**config.mk**
```make
export PLATFORM = sky130hd
export DESIGN_NAME = mcc_ctrl_fsm
export DESIGN_NICKNAME = d
export VERILOG_FILES = /design/src/rtl/mcc_pkg.sv /design/src/rtl/mcc_opclass.sv /design/src/rtl/mcc_next_state.sv /design/src/rtl/mcc_out_decode.sv /design/src/rtl/mcc_ctrl_fsm.sv
export SDC_FILE = /design/constraint.sdc
export NUM_CORES = 1
export LEC_CHECK = 0
export CAP_MARGIN = 10
export CORE_AREA = 2 2 39 41
export CTS_CLUSTER_SIZE = 14
export DETAILED_ROUTE_END_ITERATION = 10
export DIE_AREA = 0 0 41 43
export GPL_TIMING_DRIVEN = 0
export PLACE_DENSITY = 0.7
export SETUP_SLACK_MARGIN = 0.05
export SLEW_MARGIN = 20
export SYNTH_ARGS = -nofsm -noshare
export SYNTH_HDL_FRONTEND = slang
export SYNTH_SLANG_ARGS = --single-unit
export TNS_END_PERCENT = 50
```
**constraint.sdc**
```tcl
create_clock -name clk -period 2.65 [get_ports clk]
set_clock_uncertainty 0.1 [all_clocks]
set_input_delay 0.53 -clock clk [delete_from_list [all_inputs] [get_ports clk]]
set_output_delay 0.53 -clock clk [all_outputs]
set_load 0.02 [all_outputs]
```
**src/rtl/mcc_pkg.sv**
```systemverilog
package mcc_pkg;

    localparam int STATE_W = 4;
    localparam int SEL_W   = 2;

    typedef enum logic [STATE_W-1:0] {
        ST_FETCH  = 4'd0,
        ST_DECODE = 4'd1,
        ST_MEMADR = 4'd2,
        ST_LDRD   = 4'd3,
        ST_LDWB   = 4'd4,
        ST_STWR   = 4'd5,
        ST_ALUEX  = 4'd6,
        ST_ALUWB  = 4'd7,
        ST_BRCMP  = 4'd8,
        ST_JMP    = 4'd9
    } state_t;

    typedef enum logic [2:0] {
        OC_RTYPE,
        OC_LOAD,
        OC_STORE,
        OC_BRANCH,
        OC_JUMP,
        OC_OTHER
    } opclass_t;

    typedef struct packed {
        logic             pc_we;
        logic             pc_we_cond;
        logic             addr_sel;
        logic             mem_rd;
        logic             mem_wr;
        logic             ir_we;
        logic             mem_to_reg;
        logic [SEL_W-1:0] pc_src;
        logic [SEL_W-1:0] alu_op;
        logic             alu_a_sel;
        logic [SEL_W-1:0] alu_b_sel;
        logic             reg_we;
        logic             reg_dst;
    } ctrl_t;

endpackage

```
**src/rtl/mcc_opclass.sv**
```systemverilog
module mcc_opclass
    import mcc_pkg::*;
#(
    parameter int            OP_W      = 6,
    parameter logic [OP_W-1:0] OP_RTYPE  = 6'b000000,
    parameter logic [OP_W-1:0] OP_LOAD   = 6'b100011,
    parameter logic [OP_W-1:0] OP_STORE  = 6'b101011,
    parameter logic [OP_W-1:0] OP_BRANCH = 6'b000100,
    parameter logic [OP_W-1:0] OP_JUMP   = 6'b000010
) (
    input  logic [OP_W-1:0] opcode,
    output opclass_t        op_class
);

    always_comb begin
        if (opcode == OP_RTYPE)       op_class = OC_RTYPE;
        else if (opcode == OP_LOAD)   op_class = OC_LOAD;
        else if (opcode == OP_STORE)  op_class = OC_STORE;
        else if (opcode == OP_BRANCH) op_class = OC_BRANCH;
        else if (opcode == OP_JUMP)   op_class = OC_JUMP;
        else                          op_class = OC_OTHER;
    end

endmodule

```
**src/rtl/mcc_next_state.sv**
```systemverilog
module mcc_next_state
    import mcc_pkg::*;
(
    input  state_t   state,
    input  opclass_t op_class,
    input  logic     store_q,
    output state_t   state_nxt,
    output logic     store_nxt
);

    always_comb begin
        store_nxt = store_q;
        unique case (state)
            ST_FETCH:  state_nxt = ST_DECODE;
            ST_DECODE: begin
                store_nxt = (op_class == OC_STORE);
                unique case (op_class)
                    OC_LOAD,
                    OC_STORE:  state_nxt = ST_MEMADR;
                    OC_RTYPE:  state_nxt = ST_ALUEX;
                    OC_BRANCH: state_nxt = ST_BRCMP;
                    OC_JUMP:   state_nxt = ST_JMP;
                    default:   state_nxt = ST_FETCH;
                endcase
            end
            ST_MEMADR: state_nxt = store_q ? ST_STWR : ST_LDRD;
            ST_LDRD:   state_nxt = ST_LDWB;
            ST_ALUEX:  state_nxt = ST_ALUWB;
            ST_LDWB,
            ST_STWR,
            ST_ALUWB,
            ST_BRCMP,
            ST_JMP:    state_nxt = ST_FETCH;
            default:   state_nxt = ST_FETCH;
        endcase
    end

endmodule

```
**src/rtl/mcc_out_decode.sv**
```systemverilog
module mcc_out_decode
    import mcc_pkg::*;
(
    input  state_t state,
    output ctrl_t  ctrl
);

    always_comb begin
        ctrl = '0;
        unique case (state)
            ST_FETCH: begin
                ctrl.pc_we     = 1'b1;
                ctrl.mem_rd    = 1'b1;
                ctrl.ir_we     = 1'b1;
                ctrl.alu_b_sel = 2'b01;
            end
            ST_DECODE: begin
                ctrl.alu_b_sel = 2'b11;
            end
            ST_MEMADR: begin
                ctrl.alu_a_sel = 1'b1;
                ctrl.alu_b_sel = 2'b10;
            end
            ST_LDRD: begin
                ctrl.mem_rd   = 1'b1;
                ctrl.addr_sel = 1'b1;
            end
            ST_LDWB: begin
                ctrl.reg_we     = 1'b1;
                ctrl.mem_to_reg = 1'b1;
            end
            ST_STWR: begin
                ctrl.mem_wr   = 1'b1;
                ctrl.addr_sel = 1'b1;
            end
            ST_ALUEX: begin
                ctrl.alu_a_sel = 1'b1;
                ctrl.alu_op    = 2'b10;
            end
            ST_ALUWB: begin
                ctrl.reg_we  = 1'b1;
                ctrl.reg_dst = 1'b1;
            end
            ST_BRCMP: begin
                ctrl.alu_a_sel  = 1'b1;
                ctrl.alu_op     = 2'b01;
                ctrl.pc_we_cond = 1'b1;
                ctrl.pc_src     = 2'b01;
            end
            ST_JMP: begin
                ctrl.pc_we  = 1'b1;
                ctrl.pc_src = 2'b10;
            end
            default: ctrl = '0;
        endcase
    end

endmodule

```
**src/rtl/mcc_ctrl_fsm.sv**
```systemverilog
module mcc_ctrl_fsm
    import mcc_pkg::*;
#(
    parameter int              OP_W      = 6,
    parameter logic [OP_W-1:0] OP_RTYPE  = 6'b000000,
    parameter logic [OP_W-1:0] OP_LOAD   = 6'b100011,
    parameter logic [OP_W-1:0] OP_STORE  = 6'b101011,
    parameter logic [OP_W-1:0] OP_BRANCH = 6'b000100,
    parameter logic [OP_W-1:0] OP_JUMP   = 6'b000010
) (
    input  logic             clk,
    input  logic             rst,
    input  logic [OP_W-1:0]  opcode,
    output logic             pc_we,
    output logic             pc_we_cond,
    output logic             addr_sel,
    output logic             mem_rd,
    output logic             mem_wr,
    output logic             ir_we,
    output logic             mem_to_reg,
    output logic [1:0]       pc_src,
    output logic [1:0]       alu_op,
    output logic             alu_a_sel,
    output logic [1:0]       alu_b_sel,
    output logic             reg_we,
    output logic             reg_dst
);

    state_t   state_q;
    state_t   state_nxt;
    logic     store_q;
    logic     store_nxt;
    opclass_t op_class;
    ctrl_t    ctrl;

    mcc_opclass #(
        .OP_W      (OP_W),
        .OP_RTYPE  (OP_RTYPE),
        .OP_LOAD   (OP_LOAD),
        .OP_STORE  (OP_STORE),
        .OP_BRANCH (OP_BRANCH),
        .OP_JUMP   (OP_JUMP)
    ) u_opclass (
        .opcode   (opcode),
        .op_class (op_class)
    );

    mcc_next_state u_next (
        .state     (state_q),
        .op_class  (op_class),
        .store_q   (store_q),
        .state_nxt (state_nxt),
        .store_nxt (store_nxt)
    );

    always_ff @(posedge clk) begin
        if (rst) begin
            state_q <= ST_FETCH;
            store_q <= 1'b0;
        end else begin
            state_q <= state_nxt;
            store_q <= store_nxt;
        end
    end

    mcc_out_decode u_out (
        .state (state_q),
        .ctrl  (ctrl)
    );

    assign pc_we      = ctrl.pc_we;
    assign pc_we_cond = ctrl.pc_we_cond;
    assign addr_sel   = ctrl.addr_sel;
    assign mem_rd     = ctrl.mem_rd;
    assign mem_wr     = ctrl.mem_wr;
    assign ir_we      = ctrl.ir_we;
    assign mem_to_reg = ctrl.mem_to_reg;
    assign pc_src     = ctrl.pc_src;
    assign alu_op     = ctrl.alu_op;
    assign alu_a_sel  = ctrl.alu_a_sel;
    assign alu_b_sel  = ctrl.alu_b_sel;
    assign reg_we     = ctrl.reg_we;
    assign reg_dst    = ctrl.reg_dst;

endmodule

```
# After elaboration in Yosys (flattened, before gate mapping)
# Cells that the tools add are included.
# classes
eq_ne	17
n_mux	21
n_reduce_logical	9
# ops
cell	count
case mux 4 bit (5 select lines)	1
equality test 4 x 3 -> 1 bit, second input constant	4
case mux 4 bit (4 select lines)	1
two-way mux 3 bit	5
equality test 6 bit, second input constant	2
two-way mux 1 bit	11
OR reduction 2 bit	5
equality test 4 x 2 -> 1 bit, second input constant	2
equality test 4 bit, second input constant	2
case mux 2 bit (2 select lines)	2
equality test 3 x 2 -> 1 bit, second input constant	2
equality test 6 x 2 -> 1 bit, second input constant	1
equality test 6 x 3 -> 1 bit, second input constant	1
logical NOT 6 bit	1
case mux 2 bit (3 select lines)	1
equality test 4 x 1 -> 1 bit, second input constant	1
logical NOT 4 bit	1
equality test 3 x 1 -> 1 bit, second input constant	1
equality test 3 bit, second input constant	1
logical NOT 3 bit	1
OR reduction 3 bit	1
# word_totals
reg_bits	5
in_bits	8
out_inout_bits	16
elab_cells	49

# Longest topological paths before layout
# logic_depth
depth_word	10
depth_mapped	4
depth_no_buf	3

# By module
# A second synthesis with hierarchy kept.
# unflattened
hier_cells	66
area_unflattened_um2	539.3
# modules_own_cells
module	n_inst	cells_each	area_each_um2	seq_area_each_um2
mcc_out_decode	1	26	207.7	0.0
mcc_ctrl_fsm	1	10	131.4	100.1
mcc_next_state	1	21	123.9	0.0
mcc_opclass	1	9	76.3	0.0

# Worst setup path before layout
# OpenSTA, ideal clock, no wires.
# synth_path
path_kind	register to output
from	reg state_q[1]
to	out pc_src[0]
t_arrival_ps	1344
t_required_ps	2020
path_slack_ps	676
stages_incl_launch_ff	4
path_buffers	2
cell_sequence	dfxtp_1 -> buf_4 -> nor3_1 -> buf_4
# synth_between
elab_chain_len	2
word_cells_on_any_way	3
classes_between	eq/ne (2); mux (1)
# synth_lines
item	line	rtl
start: declaration	mcc_ctrl_fsm.sv:29	state_t state_q;
start signal: assignment	mcc_ctrl_fsm.sv:61	state_q <= state_nxt;
equality test 4 bit	mcc_out_decode.sv:10	unique case (state)
case mux 2 bit (2 select lines) *	mcc_out_decode.sv:10	
end: declaration	mcc_ctrl_fsm.sv:21	output logic [1:0] pc_src,
# Mark *: on every way between the ends. The rest lies on a longest branch, timed or not.

# Worst setup path after layout
# layout_path
from	reg state_q[1]
to	out addr_sel
# layout_between
elab_chain_len	3
word_cells_on_any_way	4
classes_between	eq/ne (2); mux (1); reduce/logical (1)
# layout_lines
item	line	rtl
equality test 4 x 2 -> 1 bit / equality test 4 x 3 -> 1 bit (equally long branches)	mcc_out_decode.sv:10	
OR reduction 2 bit (no source line) *	-	
two-way mux 1 bit *	mcc_out_decode.sv:10	
end: declaration	mcc_ctrl_fsm.sv:16	output logic addr_sel,
# Marks and branches as above.

==> flow_summary.json <==
{
  "run_status": "finished, final reports clean",
  "fp.dieH_um": 43,
  "cp_top_family": "buffers and inverters",
  "port_buffers": 23,
  "setup-tns-final_ns": 0,
  "cts_buffers": 3,
  "ys_ff_latch": 5,
  "die_width_um": 41,
  "globalplace.congestion": 0.771,
  "ir_drop_v": 0.000161,
  "ctsResizeCount": 0,
  "finalMaxSlewViolations": 0,
  "synth_ff_type": "dfxtp_1",
  "synth-edff-count": 0,
  "nNetsFinal": 93,
  "cp.required_ns": 2.02,
  "tightest_slew_ns": 0.332,
  "critPathCaptureType": "primary output",
  "final_util_pct": 51.6,
  "layout-area-overhead-vs-synth_pct": 63.1,
  "place_area_sq_um": 688,
  "cp.arrival_ns": 1.79,
  "max_stage_delay_ns": 0.63,
  "setup_viol": 0,
  "hold_viol_final": 0,
  "hpwl_um": 852,
  "grt_pass1_vias": 399,
  "synth.distinct_cells": 24,
  "drc_errors": 0,
  "n_antenna_cell": 0,
  "criticalPathCategory": "reg -> out",
  "period_minus_slack_ns": 2.42,
  "placed_cells": 96,
  "drtIter0Drc": 4,
  "post-route-cell-area_sq_um": 714,
  "ys_seq_area_share_pct": 22.9,
  "syn_nets": 65,
  "core_sq_um": 1380,
  "async_flop_share_pct": 0,
  "htree_levels": 1,
  "critPathLaunchType": "register",
  "drive_above_1_share_pct": 15.5,
  "post_cts.repair.setup_buffers": 0,
  "cp_cell_sequence": "buf_4 > xnor2_1 > nor3b_1 > clkdlybuf4s50_1",
  "finalCritPeriodShare_pct": 91.5,
  "start_util_pct": 31.6,
  "hold_slack_ns": 0.389,
  "antenna_found_initial": 0,
  "grt_pass1_wl_um": 1540,
  "cts_tree": "built",
  "dieArea_sq_um": 1760,
  "worstPathMaxFanout": 10,
  "drtPass1Iterations": 3,
  "clk_pin_slew_ns": 0.04,
  "p_leak_uw": 0.000254,
  "cts_sinks": 5,
  "p_per_area_nw_per_um2": 313,
  "clock_latency_ns": 0.23,
  "maxSlewHeadroom_pct": 77.7,
  "holdCritPathClass": "reg -> reg",
  "vias_per_cell": 4.81,
  "fillers": 158,
  "syn_area_sq_um": 438,
  "syn_avg_cell_area_sq_um": 7.68,
  "rows": 14,
  "crit_buf_inv": 2,
  "cts_max_path_buffers": 2,
  "num_io_pins": 24,
  "grt_start_max_net_pins": 11,
  "grt-ovfl-total": 0,
  "totalWireLength_um": 1060,
  "clock.fmax_mhz": 412,
  "wl_per_cell_um": 10.6,
  "synth_cells": 57,
  "final_cells": 100,
  "vias": 481,
  "cts_root_buf": "clkbuf_4",
  "holdBufCountCts": 0,
  "max_cap_viol_count": 0,
  "ant_nets": 0,
  "crit_slowest_cell": "clkdlybuf4s50_1",
  "synth_warnings": 0,
  "track_usage_pct": 12.6,
  "rsz0062_at_grt": "false"
}
per-layer routing:
layer	part of all wire, %	vias up	global-route usage [%]
met3	6.1	0	1.57
met1	48	200	13.5
met5	0	-	0
li1	-	261	-
met2	46	20	22.2
met4	0	0	6.00
power breakdown:
group	total, uW	switching, uW	internal (uW)
logic	61.0	28.7	32.2
registers	79.0	1.77	77.2
clock network	83.9	27.2	56.7
total	224	57.7	166
synth_stat cells (all sizes together) (2+ instances only):
library cell  n  area [sq um]
nand2b        5          33.8
nand4b        3          26.3
dfxtp         5           100
nor2          7          26.3
a21oi         4          20.0
nor4          3          25.0
nand2         4          15.0
buf           5          32.5
a211o         2          17.5
xnor2         2          17.5
nor3          7          35.0
registers in the layout, indices dropped and copies added (netlist names):
name / flops
store_q: 1
state_q: 4
final cells by class:
type / instances / area, sq um / area share [%]
flip-flops and latches: 5 / 100 / 14.0
multi-input cells: 46 / 302 / 42.2
plain buffers: 5 / 32.5 / 4.55
repair buffers: 23 / 230 / 32.2
clock buffers: 4 / 26.3 / 3.68
well taps: 16 / 20.0 / 2.80
inverters: 1 / 3.75 / 0.525
per-stage QoR:
step | power (uW) | setup WS [ns]
2_1_floorplan | 112 | 0.676
3_3_place_gp | 141 | 0.464
3_5_place_dp | 142 | 0.469
4_1_cts | 230 | 0.200
5_1_grt | 239 | 0.127
6_report | 224 | 0.225
layout by cell type, fill, tap and decap left out:
| cell | count |
|---|---|
| clkdlybuf4s50_1 | 23 |
| nor2_1 | 7 |
| nor3_1 | 7 |
| dfxtp_1 | 5 |
| nand2b_1 | 4 |
| nand2_1 | 4 |
| a21oi_1 | 4 |
| buf_4 | 3 |
| nand4b_1 | 3 |
| clkbuf_4 | 3 |
| buf_2 | 2 |
| nor4_1 | 2 |
| xnor2_1 | 2 |
| a211o_1 | 2 |
| nand2b_2 | 1 |
| a211oi_1 | 1 |
| xor2_1 | 1 |
| nor3b_1 | 1 |
| mux2_2 | 1 |
| and3_1 | 1 |
| nor4b_4 | 1 |
| o211ai_1 | 1 |
| inv_2 | 1 |
| or3_1 | 1 |
| nand4_1 | 1 |
| nor4_2 | 1 |
| clkbuf_1 | 1 |
worst reg2reg max path, cell delays in order, from the launching register on:
cell	delay [ns]
dfxtp_1	0.37
nor4b_4	0.39
nand2_1	0.11
nor4_2	0.22
path summary, 6_finish.rpt:
| check | from | to | slack [ns] | depth (start not counted) |
|---|---|---|---|---|
| min reg2reg | store_q | store_q | 0.39 | 2 |
| max | state_q[1] | addr_sel | 0.23 | 4 |
| min | store_q | store_q | 0.39 | 2 |
| max reg2reg | state_q[1] | state_q[3] | 1.37 | 3 |
logic make-up (layout without fill, tap and decap cells):
group                     Yosys count  count (layout)  share of synthesized area [%]
and+or+nand+nor                    34              34                           48.3
AOI/OAI and AO/OA                   8               8                           12.0
buffers and inverters               6              33                           8.28
DFF                                 5               5                           22.9
xor gates and xnor gates            3               3                           6.00
muxes                               1               1                           2.57
(Power assumes the default switching activity.)
